[config.mk]
export PLATFORM = sky130hd
export DESIGN_NAME = aluFlagUnit
export DESIGN_NICKNAME = d
export VERILOG_FILES = /design/src/rtl/aluFlagPkg.sv /design/src/rtl/aluFlagCtrl.sv /design/src/rtl/aluFlagDatapath.sv /design/src/rtl/aluFlagUnit.sv
export SDC_FILE = /design/constraint.sdc
export NUM_CORES = 1
export LEC_CHECK = 0
export BUFFER_PORTS_ARGS = -buffer_cell sky130_fd_sc_hd__buf_2
export CAP_MARGIN = 30
export CELL_PAD_IN_SITES_DETAIL_PLACEMENT = 1
export CELL_PAD_IN_SITES_GLOBAL_PLACEMENT = 1
export CORE_ASPECT_RATIO = 0.7
export CORE_MARGIN = 2
export CORE_UTILIZATION = 42
export DETAILED_ROUTE_END_ITERATION = 7
export PLACE_DENSITY_LB_ADDON = 0.1
export SLEW_MARGIN = 5
export SYNTH_ARGS = -nofsm -noshare
export SYNTH_HDL_FRONTEND = slang
export SYNTH_SLANG_ARGS = --single-unit
export TNS_END_PERCENT = 100
[constraint.sdc]
create_clock -name vclk -period 9.4
set_clock_uncertainty 0.05 [all_clocks]
set_input_delay 0.94 -clock vclk [all_inputs]
set_output_delay 0.94 -clock vclk [all_outputs]
set_load 0.02 [all_outputs]
[src/rtl/aluFlagPkg.sv]
package aluFlagPkg;

  localparam int FLAG_W = 5;
  localparam int FLAG_Z = 0;
  localparam int FLAG_C = 1;
  localparam int FLAG_N = 2;
  localparam int FLAG_V = 3;
  localparam int FLAG_H = 4;

  typedef enum logic [3:0] {
    OP_ADD  = 4'd0,
    OP_ADC  = 4'd1,
    OP_SUB  = 4'd2,
    OP_SBC  = 4'd3,
    OP_CMP  = 4'd4,
    OP_CPC  = 4'd5,
    OP_AND  = 4'd6,
    OP_OR   = 4'd7,
    OP_XOR  = 4'd8,
    OP_ANDN = 4'd9,
    OP_COM  = 4'd10,
    OP_NEG  = 4'd11,
    OP_INC  = 4'd12,
    OP_DEC  = 4'd13,
    OP_CLR  = 4'd14,
    OP_SET  = 4'd15
  } aluOpE;

  typedef enum logic [1:0] {
    PATH_ARITH = 2'd0,
    PATH_LOGIC = 2'd1,
    PATH_COM   = 2'd2,
    PATH_CONST = 2'd3
  } pathE;

  typedef enum logic [1:0] {
    LG_AND  = 2'd0,
    LG_OR   = 2'd1,
    LG_XOR  = 2'd2,
    LG_ANDN = 2'd3
  } logicFnE;

  localparam logic [FLAG_W-1:0] MASK_ALL   = 5'b11111;
  localparam logic [FLAG_W-1:0] MASK_ZNV   = 5'b01101;
  localparam logic [FLAG_W-1:0] MASK_ZCNV  = 5'b01111;
  localparam logic [FLAG_W-1:0] MASK_NONE  = 5'b00000;

  typedef struct packed {
    pathE              path;
    logic              subtract;
    logic              useCarry;
    logic              zeroA;
    logic              bFromA;
    logic              bIsOne;
    logicFnE           logicFn;
    logic              constOnes;
    logic              chainZ;
    logic              keepResult;
    logic [FLAG_W-1:0] flagMask;
  } aluStrobeT;

endpackage

[src/rtl/aluFlagCtrl.sv]
module aluFlagCtrl
  import aluFlagPkg::*;
(
  input  logic [3:0] opSel,
  output aluStrobeT  strobe
);

  aluOpE opCode;
  assign opCode = aluOpE'(opSel);

  always_comb begin
    strobe            = '0;
    strobe.path       = PATH_ARITH;
    strobe.logicFn    = LG_AND;
    strobe.keepResult = 1'b1;
    strobe.flagMask   = MASK_ALL;
    unique case (opCode)
      OP_ADD: ;
      OP_ADC: strobe.useCarry = 1'b1;
      OP_SUB: strobe.subtract = 1'b1;
      OP_SBC: begin
        strobe.subtract = 1'b1;
        strobe.useCarry = 1'b1;
        strobe.chainZ   = 1'b1;
      end
      OP_CMP: begin
        strobe.subtract   = 1'b1;
        strobe.keepResult = 1'b0;
      end
      OP_CPC: begin
        strobe.subtract   = 1'b1;
        strobe.useCarry   = 1'b1;
        strobe.chainZ     = 1'b1;
        strobe.keepResult = 1'b0;
      end
      OP_AND, OP_OR, OP_XOR, OP_ANDN: begin
        strobe.path     = PATH_LOGIC;
        strobe.flagMask = MASK_ZNV;
        case (opCode)
          OP_OR:   strobe.logicFn = LG_OR;
          OP_XOR:  strobe.logicFn = LG_XOR;
          OP_ANDN: strobe.logicFn = LG_ANDN;
          default: strobe.logicFn = LG_AND;
        endcase
      end
      OP_COM: begin
        strobe.path     = PATH_COM;
        strobe.flagMask = MASK_ZCNV;
      end
      OP_NEG: begin
        strobe.subtract = 1'b1;
        strobe.zeroA    = 1'b1;
        strobe.bFromA   = 1'b1;
      end
      OP_INC: begin
        strobe.bIsOne   = 1'b1;
        strobe.flagMask = MASK_ZNV;
      end
      OP_DEC: begin
        strobe.subtract = 1'b1;
        strobe.bIsOne   = 1'b1;
        strobe.flagMask = MASK_ZNV;
      end
      OP_CLR: begin
        strobe.path     = PATH_CONST;
        strobe.flagMask = MASK_ZNV;
      end
      OP_SET: begin
        strobe.path      = PATH_CONST;
        strobe.constOnes = 1'b1;
        strobe.flagMask  = MASK_NONE;
      end
      default: ;
    endcase
  end

endmodule

[src/rtl/aluFlagDatapath.sv]
module aluFlagDatapath
  import aluFlagPkg::*;
#(
  parameter int DATA_W = 8
) (
  input  aluStrobeT          strobe,
  input  logic [DATA_W-1:0]  regA,
  input  logic [DATA_W-1:0]  operandB,
  input  logic               carryIn,
  input  logic               zeroIn,
  output logic [DATA_W-1:0]  result,
  output logic [FLAG_W-1:0]  rawFlags
);

  localparam int WIDE   = DATA_W + 1;
  localparam int HALF   = DATA_W / 2;
  localparam int HWIDE  = HALF + 1;
  localparam int MSB    = DATA_W - 1;

  logic [DATA_W-1:0] opX;
  logic [DATA_W-1:0] opY;
  logic              cinEff;
  logic [WIDE-1:0]   wideOut;
  logic [HWIDE-1:0]  lowOut;
  logic [DATA_W-1:0] logicOut;
  logic              overflow;

  assign opX    = strobe.zeroA  ? '0 : regA;
  assign opY    = strobe.bFromA ? regA
                : strobe.bIsOne ? DATA_W'(1) : operandB;
  assign cinEff = strobe.useCarry & carryIn;

  // One adder serves both directions; bit DATA_W is carry or borrow,
  // bit HALF of the low slice is the nibble carry or borrow.
  always_comb begin
    if (strobe.subtract) begin
      wideOut = {1'b0, opX} - {1'b0, opY} - WIDE'(cinEff);
      lowOut  = {1'b0, opX[HALF-1:0]} - {1'b0, opY[HALF-1:0]} - HWIDE'(cinEff);
    end else begin
      wideOut = {1'b0, opX} + {1'b0, opY} + WIDE'(cinEff);
      lowOut  = {1'b0, opX[HALF-1:0]} + {1'b0, opY[HALF-1:0]} + HWIDE'(cinEff);
    end
  end

  always_comb begin
    unique case (strobe.logicFn)
      LG_AND:  logicOut = regA & operandB;
      LG_OR:   logicOut = regA | operandB;
      LG_XOR:  logicOut = regA ^ operandB;
      default: logicOut = regA & ~operandB;
    endcase
  end

  always_comb begin
    if (strobe.subtract)
      overflow = (opX[MSB] & ~opY[MSB] & ~wideOut[MSB]) |
                 (~opX[MSB] & opY[MSB] & wideOut[MSB]);
    else
      overflow = (opX[MSB] & opY[MSB] & ~wideOut[MSB]) |
                 (~opX[MSB] & ~opY[MSB] & wideOut[MSB]);
  end

  always_comb begin
    rawFlags = '0;
    unique case (strobe.path)
      PATH_ARITH: begin
        result           = wideOut[DATA_W-1:0];
        rawFlags[FLAG_C] = wideOut[DATA_W];
        rawFlags[FLAG_V] = overflow;
        rawFlags[FLAG_H] = lowOut[HALF];
      end
      PATH_LOGIC: result = logicOut;
      PATH_COM: begin
        result           = ~regA;
        rawFlags[FLAG_C] = 1'b1;
      end
      default: result = strobe.constOnes ? '1 : '0;
    endcase
    rawFlags[FLAG_N] = result[MSB];
    rawFlags[FLAG_Z] = (result == '0) & (~strobe.chainZ | zeroIn);
  end

endmodule

[src/rtl/aluFlagUnit.sv]
module aluFlagUnit
  import aluFlagPkg::*;
#(
  parameter int DATA_W = 8
) (
  input  logic [3:0]        opSel,
  input  logic [DATA_W-1:0] regA,
  input  logic [DATA_W-1:0] regB,
  input  logic [DATA_W-1:0] immK,
  input  logic              useImm,
  input  logic              carryIn,
  input  logic              zeroIn,
  output logic [DATA_W-1:0] result,
  output logic [4:0]        flagOut,
  output logic [4:0]        flagWe,
  output logic              resultWe
);

  aluStrobeT         strobe;
  logic [DATA_W-1:0] operandB;
  logic [FLAG_W-1:0] rawFlags;

  assign operandB = useImm ? immK : regB;

  aluFlagCtrl i_ctrl (
    .opSel  (opSel),
    .strobe (strobe)
  );

  aluFlagDatapath #(.DATA_W(DATA_W)) i_dp (
    .strobe   (strobe),
    .regA     (regA),
    .operandB (operandB),
    .carryIn  (carryIn),
    .zeroIn   (zeroIn),
    .result   (result),
    .rawFlags (rawFlags)
  );

  assign flagWe   = strobe.flagMask;
  assign flagOut  = rawFlags & strobe.flagMask;
  assign resultWe = strobe.keepResult;

endmodule

==> results.md <==
- Area of the mapped netlist: about 1900 sq um
- Commonest cells after routing, fill and taps aside: buf_2 (50), inv_1 (40), ha_1 (32), nand2_1 (27), nor2_1 (24)
- Antenna violations before repair: 0
- Part of the Yosys area used for sequential elements: 0%
- Antenna diode count: 0
- Commonest non-fill, non-tap cell in the layout: buf_2
- Max_slew headroom: about 55%
- Maximum vdd ir drop: about 0.040 mV
- DR vias/cell: approximately 5.7
- Antenna Nets Post-Route: 0
- CLK BUF: 0
- Routability congestion estimate: around 0.87
- I/O pin cnt: 50
- Final instance area: 2196 sq um
- Worst Path Arrival: roughly 4.9 ns
- # hold bufs at CTS: 0
- Final setup fails: 0
- Period utilization: a little over three fifths
- F_max: between 0.15 and 0.2 GHz
- Fill count: 610
- Port Buffers: 50
- Number of global-route vias before repair: 2091
- Final net count: 398
- Die width: approximately 85 microns
- Leakage: approximately 1.1 nW
- WP data required: between 8 and 9 ns
- Vias: around 2200
- Setup bufs post-CTS: 0
- Cell variety after synth: 47
- Largest net degree at the start of global routing: 17
- # DRC: 0
- Die Y: roughly 60 microns
- Post-synthesis adder-cell area fraction: between 20% and 30%
- Die area: 5164 sq um
- Max Cap Violations: 0
- Syn avg cell area: 6.634 sq um
- Wire length per cell: approximately 18 microns
- DRT Pass-1 Iters: 4
- Max-slew violations: 0
- CP Capture Type: output pin
- Layout Utilization: 50.14%
- Ys Warns: 0
- Global-route wire length before repair: ~11000 microns
- Worst setup path class: primary input to output pin
- Area Growth Syn to Fin: 13.74%
- Tmin final: about 5.9 ns
- Setup crit start kind: primary input
- Initial Util: roughly 44%
- # rows: 20
- Simple-gate area share of the yosys netlist: between 20% and 30%
- Grt total ovfl: 0
- Worst slew pin tran: roughly 0.67 ns
- DP Area: approximately 2200 sq um
- Total track usage: between 20% and 30%
- HPWL after detailed placement: 5757 microns
- Final Hold Fails: 0
- Post-synthesis net count: 358
- Mux cell area share after synthesis: around 5.7%
- Mapped Cells: a little under 300
- Fraction of the mapped netlist area in compound gates: ~29%
- Pwr dens: 97.79 nW/um^2
- Status: finished clean
- RSZ-0062 raised after global routing: no
- Seq Cell Count: 0
- Largest family of logic cells by synthesized area: compound AO/OA/AOI/OAI gates
- Max FO, Critical Path: 14
- Post_cts resized: 0
- Total Neg Setup Slack: 0 ns
- Register Area: 0 sq um
- Core ar.: approximately 4400 sq um
- Total wire length: 6731 microns
- Initial DRC count: ~110
- Layout cells sized above 1: 15.50%
- XOR/XNOR Fraction of Synth Area: roughly 8.6%
- Worst Hold Class: primary input to output pin
per-layer routing:
layer,vias up,routed length (microns),GRT usage [%]
met5,-,0,0
met4,0,9,2.494
met3,2,425,2.313
met2,65,2833,41.52
met1,1037,3463,39.72
li1,1092,-,-
cells by family after synthesis:
kind of cell / after synthesis
fa+ha+maj: 36
buf+inv: 52
mux: 11
simple gates: 85
xor+xnor: 19
compound gates: 88
worst paths after layout:
| kind | depth (start not counted) | slack, ns | to | start |
|---|---|---|---|---|
| worst max-delay path | 14 | 3.48 | flagOut[0] | opSel[1] |
| worst min-delay path | 3 | 2.27 | result[3] | regA[3] |
cells in the mapped netlist, types with 2 or more instances:
cell       n  area, sq um
inv_1     40        150.1
ha_1      32        400.4
nand2_1   27        101.4
nor2_1    24        90.09
a21oi_1   21        105.1
o21ai_0   17        85.08
mux2i_1   11        110.1
xor2_1    11        96.34
clkbuf_1   8        30.03
o22ai_1    8        50.05
xnor2_1    8        70.07
nand2b_1   6        37.54
nor2b_1    6        37.54
o211ai_1   6        45.04
o21ai_1    6        30.03
o21a_1     5        37.54
fa_1       4        80.08
nand3_1    4        20.02
nor3_1     4        20.02
or3_1      4        25.02
a211oi_1   3        22.52
a221oi_1   3        26.28
and2_1     3        18.77
a211o_1    2        17.52
a21o_1     2        15.01
a311o_1    2        20.02
and3_1     2        12.51
buf_4      2        15.01
o32ai_1    2        17.52
layout make-up:
cell class,instances,area [sq um],area share (%)
inverters,40,150.1,6.838
multi-input cells,239,1727,78.63
well taps,55,68.82,3.134
repair buffers,50,250.2,11.40
report_power, final:
| group | switching, W | internal, W | leakage [nW] |
|---|---|---|---|
| logic | 0.000131 | 0.0000834 | 1.14 |
| clock network | 0 | 0 | 0 |
| registers | 0 | 0 | 0 |
metrics by stage:
stage	hold slack, ns	total power [W]	setup WS, ns	std cells
finish	2.272	0.0002147	3.481	384
CTS	2.265	0.0002124	3.524	384
floorplan	2.041	0.0001519	3.819	291
global placement	2.241	0.0002072	3.680	384
global route	2.310	0.0002356	3.168	384
detailed placement	2.265	0.0002111	3.533	384
worst max-delay path, cell delays in order:
cell and delay (ns):
buf_2 0.22, nor2b_1 0.29, a21oi_1 0.11, nor2_1 0.45, o22ai_1 0.27, fa_1 0.52, ha_1 0.29, a311o_1 0.34
or3_1 0.33, and2_1 0.17, a211o_1 0.34, a211oi_2 0.28, and4_1 0.22, buf_2 0.16
(Power assumes the default switching activity.)
